### src/rtl/psg_pkg.sv
package psg_pkg;
  typedef enum logic [1:0] {
    FS_OK       = 2'd0,
    FS_NEED_HI  = 2'd1,
    FS_NEED_LO  = 2'd2,
    FS_NEED_REHI = 2'd3
  } flt_st_e;
endpackage

### src/rtl/psg_thermal.sv
module psg_thermal #(
  parameter int TW      = 8,
  parameter int WARN_C  = 130,
  parameter int TRIP_C  = 150,
  parameter int REARM_C = 125
) (
  input  logic          clk,
  input  logic          rst,
  input  logic [TW-1:0] tj_i,
  output logic          trip_o,
  output logic          sd_q_o,
  output logic          twarn_n_o
);
  localparam logic [TW-1:0] WARN_V  = TW'(WARN_C);
  localparam logic [TW-1:0] TRIP_V  = TW'(TRIP_C);
  localparam logic [TW-1:0] REARM_V = TW'(REARM_C);

  logic sd_q, sd_d;

  assign trip_o = (tj_i >= TRIP_V);

  always_comb begin
    sd_d = sd_q;
    if (trip_o)               sd_d = 1'b1;
    else if (tj_i <= REARM_V) sd_d = 1'b0;
  end

  always_ff @(posedge clk) begin
    if (rst) begin
      sd_q      <= 1'b0;
      twarn_n_o <= 1'b1;
    end else begin
      sd_q      <= sd_d;
      twarn_n_o <= ~(tj_i > WARN_V);
    end
  end

  assign sd_q_o = sd_q;

  p_warn_r6: assert property (@(posedge clk) disable iff (rst)
    (tj_i > WARN_V) |=> !twarn_n_o);
  p_hyst_hold_r7: assert property (@(posedge clk) disable iff (rst)
    (sd_q && tj_i > REARM_V) |=> sd_q);
  p_hyst_clear_r7: assert property (@(posedge clk) disable iff (rst)
    (tj_i <= REARM_V) |=> !sd_q);
endmodule

### src/rtl/psg_retry.sv
module psg_retry #(
  parameter int RW = 12
) (
  input  logic          clk,
  input  logic          rst,
  input  logic          auto_i,
  input  logic          flt_i,
  input  logic [RW-1:0] len_i,
  output logic          pull_o
);
  logic [RW-1:0] cnt_q;
  logic          done;

  assign done   = (cnt_q != '0) && (cnt_q >= len_i);
  assign pull_o = auto_i & flt_i & ~done;

  always_ff @(posedge clk) begin
    if (rst || !flt_i || !auto_i) cnt_q <= '0;
    else if (!done)               cnt_q <= cnt_q + 1'b1;
  end

  p_pull_start_r10: assert property (@(posedge clk) disable iff (rst)
    (auto_i && $rose(flt_i)) |-> pull_o);
  p_idle_r10: assert property (@(posedge clk) disable iff (rst)
    (!auto_i) |-> !pull_o);
endmodule

### src/rtl/psg_latch.sv
module psg_latch
  import psg_pkg::*;
(
  input  logic    clk,
  input  logic    rst,
  input  logic    cond_i,
  input  logic    hiz_i,
  output flt_st_e st_q_o,
  output flt_st_e st_d_o
);
  flt_st_e st_q, st_d;

  always_comb begin
    st_d = st_q;
    case (st_q)
      FS_OK:        if (cond_i) st_d = hiz_i ? FS_NEED_LO : FS_NEED_HI;
      FS_NEED_HI:   if (hiz_i)  st_d = FS_NEED_LO;
      FS_NEED_LO:   if (!hiz_i) st_d = FS_NEED_REHI;
      FS_NEED_REHI: if (hiz_i)  st_d = FS_OK;
      default:                  st_d = FS_OK;
    endcase
  end

  always_ff @(posedge clk) begin
    if (rst) st_q <= FS_OK;
    else     st_q <= st_d;
  end

  assign st_q_o = st_q;
  assign st_d_o = st_d;

  p_set_r3: assert property (@(posedge clk) disable iff (rst)
    (st_q == FS_OK && cond_i) |=> (st_q != FS_OK));
  p_release_r4: assert property (@(posedge clk) disable iff (rst)
    (st_q == FS_OK && $past(st_q) != FS_OK) |->
      ($past(st_q) == FS_NEED_REHI && $past(hiz_i)));
  p_hold_r4: assert property (@(posedge clk) disable iff (rst)
    (st_q != FS_OK && st_q != FS_NEED_REHI) |=> (st_q != FS_OK));
endmodule

### src/rtl/pstage_guard.sv
module pstage_guard
  import psg_pkg::*;
#(
  parameter int NHB     = 4,
  parameter int TW      = 8,
  parameter int VW      = 9,
  parameter int RW      = 12,
  parameter int WARN_C  = 130,
  parameter int TRIP_C  = 150,
  parameter int REARM_C = 125,
  parameter int UV_DV   = 70
) (
  input  logic           clk,
  input  logic           rst,
  input  logic [NHB-1:0] oc_flag_i,
  input  logic [TW-1:0]  tj_degc_i,
  input  logic [VW-1:0]  vsup_dv_i,
  input  logic           pdn_n_i,
  input  logic           hiz_n_i,
  input  logic           auto_retry_i,
  input  logic [RW-1:0]  retry_len_i,
  output logic           out_en_o,
  output logic           fault_n_o,
  output logic           twarn_n_o
);
  localparam logic [VW-1:0] UV_V = VW'(UV_DV);

  logic    therm_trip, sd_q, trip_now, fault_cond;
  logic    pull, hiz_eff, vs_ok, en_d, en_q;
  flt_st_e st_q, st_d;

  psg_thermal #(
    .TW(TW), .WARN_C(WARN_C), .TRIP_C(TRIP_C), .REARM_C(REARM_C)
  ) u_therm (
    .clk(clk), .rst(rst), .tj_i(tj_degc_i),
    .trip_o(therm_trip), .sd_q_o(sd_q), .twarn_n_o(twarn_n_o)
  );

  assign trip_now   = (|oc_flag_i) | therm_trip;
  assign fault_cond = trip_now | sd_q;
  assign hiz_eff    = hiz_n_i & ~pull;
  assign vs_ok      = (vsup_dv_i >= UV_V);

  psg_latch u_latch (
    .clk(clk), .rst(rst), .cond_i(fault_cond), .hiz_i(hiz_eff),
    .st_q_o(st_q), .st_d_o(st_d)
  );

  psg_retry #(.RW(RW)) u_retry (
    .clk(clk), .rst(rst), .auto_i(auto_retry_i),
    .flt_i(st_q != FS_OK), .len_i(retry_len_i), .pull_o(pull)
  );

  assign en_d = pdn_n_i & hiz_eff & vs_ok & (st_d == FS_OK) & ~fault_cond;

  always_ff @(posedge clk) begin
    if (rst) en_q <= 1'b0;
    else     en_q <= en_d;
  end

  assign out_en_o  = en_q & ~trip_now;
  assign fault_n_o = (st_q == FS_OK);

  p_oc_kill_r2: assert property (@(posedge clk) disable iff (rst)
    (|oc_flag_i) |-> !out_en_o);
  p_oc_latch_r3: assert property (@(posedge clk) disable iff (rst)
    (|oc_flag_i && fault_n_o) |=> !fault_n_o);
  p_uv_off_r8: assert property (@(posedge clk) disable iff (rst)
    (!vs_ok) |=> !out_en_o);
  p_uv_nolatch_r8: assert property (@(posedge clk) disable iff (rst)
    (!vs_ok && !fault_cond && fault_n_o) |=> fault_n_o);
  p_gate_r9: assert property (@(posedge clk) disable iff (rst)
    (!pdn_n_i || !hiz_n_i) |=> !out_en_o);
endmodule

### config.mk
export PLATFORM = sky130hd
export DESIGN_NAME = pstage_guard
export DESIGN_NICKNAME = d
export VERILOG_FILES = /design/src/rtl/psg_pkg.sv /design/src/rtl/psg_thermal.sv /design/src/rtl/psg_retry.sv /design/src/rtl/psg_latch.sv /design/src/rtl/pstage_guard.sv
export SDC_FILE = /design/constraint.sdc
export NUM_CORES = 1
export LEC_CHECK = 0
export BUFFER_PORTS_ARGS = -buffer_cell sky130_fd_sc_hd__clkbuf_2
export CORE_ASPECT_RATIO = 1.5
export CORE_MARGIN = 2
export CORE_UTILIZATION = 35
export CTS_CLUSTER_SIZE = 8
export DETAILED_ROUTE_END_ITERATION = 12
export GPL_TIMING_DRIVEN = 0
export SETUP_SLACK_MARGIN = 0.2
export SLEW_MARGIN = 30
export SYNTH_ARGS = -nofsm -noshare
export SYNTH_HDL_FRONTEND = slang
export SYNTH_HIERARCHICAL = 1
export SYNTH_SLANG_ARGS = --single-unit
### constraint.sdc
create_clock -name clk -period 6.8 [get_ports clk]
set_input_delay 1.36 -clock clk [delete_from_list [all_inputs] [get_ports clk]]
set_output_delay 1.36 -clock clk [all_outputs]
set_load 0.005 [all_outputs]
==> run_results.csv <==
group,metric,value,unit
clock_network,max-clock-path-buffers,2,
clock_network,clkSinkCount,17,
power_and_ir_drop,p_leak,0.000711,uW
floorplan,dieArea,4240,um2
power_and_ir_drop,report.power.total,213,uW
clock_network,cts_max_level,1,
global_route,overflow,0,
layout,final_cell_mix,"clkbuf_2, inv_1, dfxtp_1, nor2_1, ha_1",
sta,fmax,266,MHz
global_route,grt_max_degree,11,
sta,max_slew.worst_pin.slew,0.616,ns
sta,fin_setup_tns,0,ns
synthesis,syn_nets,200,
critical_path,critPathKind,"in2reg",
layout,antennaDiodeCount,0,
route,drc,0,
sta,drv_slew,0,
synthesis,synth-edff-count,0,
layout,fillers,356,
sta,skew,0.00160,ns
worst_hold_path,hold_path_depth,2,
placed_design,numPortBuffers,39,
floorplan,die_x,53.8,um
global_route,grt_pass1_vias,1269,
clock_network,cts_tree,"yes",
layout,final_common_cell,"clkbuf_2",
synthesis,yosysSeqAreaShare,26.1,%
critical_path,cp_data_arrival_time,3.91,ns
synthesis,ys_types,45,
placed_design,dp_hpwl,2460,um
floorplan,core_area,3610,um2
power_and_ir_drop,power.density,133,nW/um2
sta,slew_headroom,58.9,%
route,drtAntennaViolNets,0,
sta,min_period,3.75,ns
synthesis,syn_inst,148,
synthesis,syn_avg_cell_area,8.80,um2
clock_network,clkTransAtPathRegs,0.06,ns
layout,syn2layout_area_growth,22.6,%
synthesis,ys_ff_latch,17,
synthesis,synth_top_area_cell,"dfxtp_1",
worst_hold_path,hp-class,"reg2reg",
placed_design,place_area,1550,um2
sta,rsz0062_at_grt,"false",
layout,layout.nets,244,
run_status,status,"finished, final reports clean",
clock_network,postCtsResizedCells,0,
global_route,antenna_found_initial,0,
global_route,grtUsageTotal,15.5,%
layout,drive_above_1_share,30.4,%
clock_network,root_buffer,"clkbuf_8",
floorplan,num_rows,27,
route,wl,2940,um
synthesis,yosysTopAreaCellShare,26.1,%
sta,period_share,55.2,%
power_and_ir_drop,max-vdd-ir-drop,0.0000924,V
synthesis,ys_async_sr_fraction,0,%
floorplan,initial_utilization,36.0,%
route,vias,1248,
floorplan,pin_count,41,
synthesis,yosysWarnings,6,
critical_path,rr_worst_depth,13,
placed_design,gp_congestion,0.846,
global_route,grt_pass1_wl,5010,um
clock_network,numCtsBuffers,3,
synthesis,syn-cell-area,1300,um2
layout,fin_area,1600,um2
clock_network,post_cts_buffers,0,
clock_network,clkLatencyLatePin,0.25,ns
critical_path,cp.required,6.96,ns
flow_run,max_cap_viol_count,0,
critical_path,cp_max_fo,8,
route,viasPerCell,5.33,
route,drtIter0Drc,12,
sta,setup_viol,0,
route,wire_per_inst,12.5,um
critical_path,cp-start-kind,"input port",
clock_network,hold_buffers,0,
synthesis,synth_area_leaders,"dfxtp_1, ha_1, inv_1, xnor2_1, nor2_1",
route,drt-pass1-iter-count,4,
sta,final-hold-violation-count,0,
synthesis,yosys_most_used_dff,"dfxtp_1",
critical_path,cp-end-kind,"flop",
floorplan,die_h,78.7,um
layout make-up:
type                       instances  area [um2]  share of cell area, %
clock buffer                       4        45.0                   2.82
sequential                        17         340                   21.3
tap                               43        53.8                   3.37
timing repair buffer              39         195                   12.2
multi-input combinational        113         895                   56.0
buffer                             1        3.75                  0.235
inverter                          17        63.8                   4.00
synth_stat cells, types with 2 or more instances:
cell type,number
nor3_1,3
nand3_1,7
ha_1,14
o21ai_1,2
a21o_1,4
xnor2_1,7
and3_1,3
a31o_1,2
a21oi_1,8
nand2b_1,2
a211oi_2,2
inv_1,17
nand2_1,6
nand4_1,3
dfxtp_1,17
a2111oi_2,3
a211oi_1,4
a311oi_1,3
nor2_1,15
flip-flops by register name, indices dropped and copies added, names as in the netlist:
| name | count |
|---|---|
| u_therm/sd_q_o | 1 |
| u_latch/st_q_o | 2 |
| u_therm/twarn_n_o | 1 |
| en_q | 1 |
| u_retry/cnt_q | 12 |
through the flow:
step                cells  hold WS [ns]  worst slack, ns  utilization, %
global route          234         0.573             2.81            44.2
CTS                   234         0.537             3.02            44.2
global placement      230         0.493             2.86            42.9
floorplan             148         0.476             3.16               -
finish                234         0.536             3.05            44.2
detailed placement    230         0.523             2.76            42.9
worst max-delay path, cell delays in order:
cell	delay, ns
clkbuf_2	0.08
inv_1	0.03
ha_1	0.28
a21o_1	0.12
a31oi_1	0.05
o21ai_2	0.53
a21oi_4	0.16
and3_1	0.22
and2b_1	0.26
and3_4	0.21
a21oi_1	0.05
nor4b_2	0.26
nand2_1	0.08
a211oi_1	0.21
routing by layer:
layer	part of all wire (%)	GRT usage, %
met5	0	0
met4	1.4	9.23
met3	4.0	2.26
met2	54	27.7
met1	41	16.1
power breakdown:
group	switching, uW	total, uW	leakage [uW]	internal, uW
logic	17.0	34.6	0.000550	17.6
clock network	32.8	74.3	0.0000228	41.5
registers	1.99	104	0.000138	102
path summary, 6_finish.rpt:
check                                        from                 to  slack, ns
worst max-delay path               retry_len_i[2]               en_q       3.05
worst min-delay path            u_latch/st_q_o[1]  u_latch/st_q_o[1]       0.54
worst max register to register   u_retry/cnt_q[0]               en_q       3.76
worst min register to register  u_latch/st_q_o[1]  u_latch/st_q_o[1]       0.54
kinds of logic after synthesis:
logic type,synth area share [%]
AND/OR/NAND/NOR,23.9
multiplexers,0.769
AO/OA/AOI/OAI,25.8
adder cells (fa/ha/maj),13.4
flip-flops,26.1
buffers and inverters,5.19
XOR/XNOR,4.71
(Power assumes the default switching activity.)
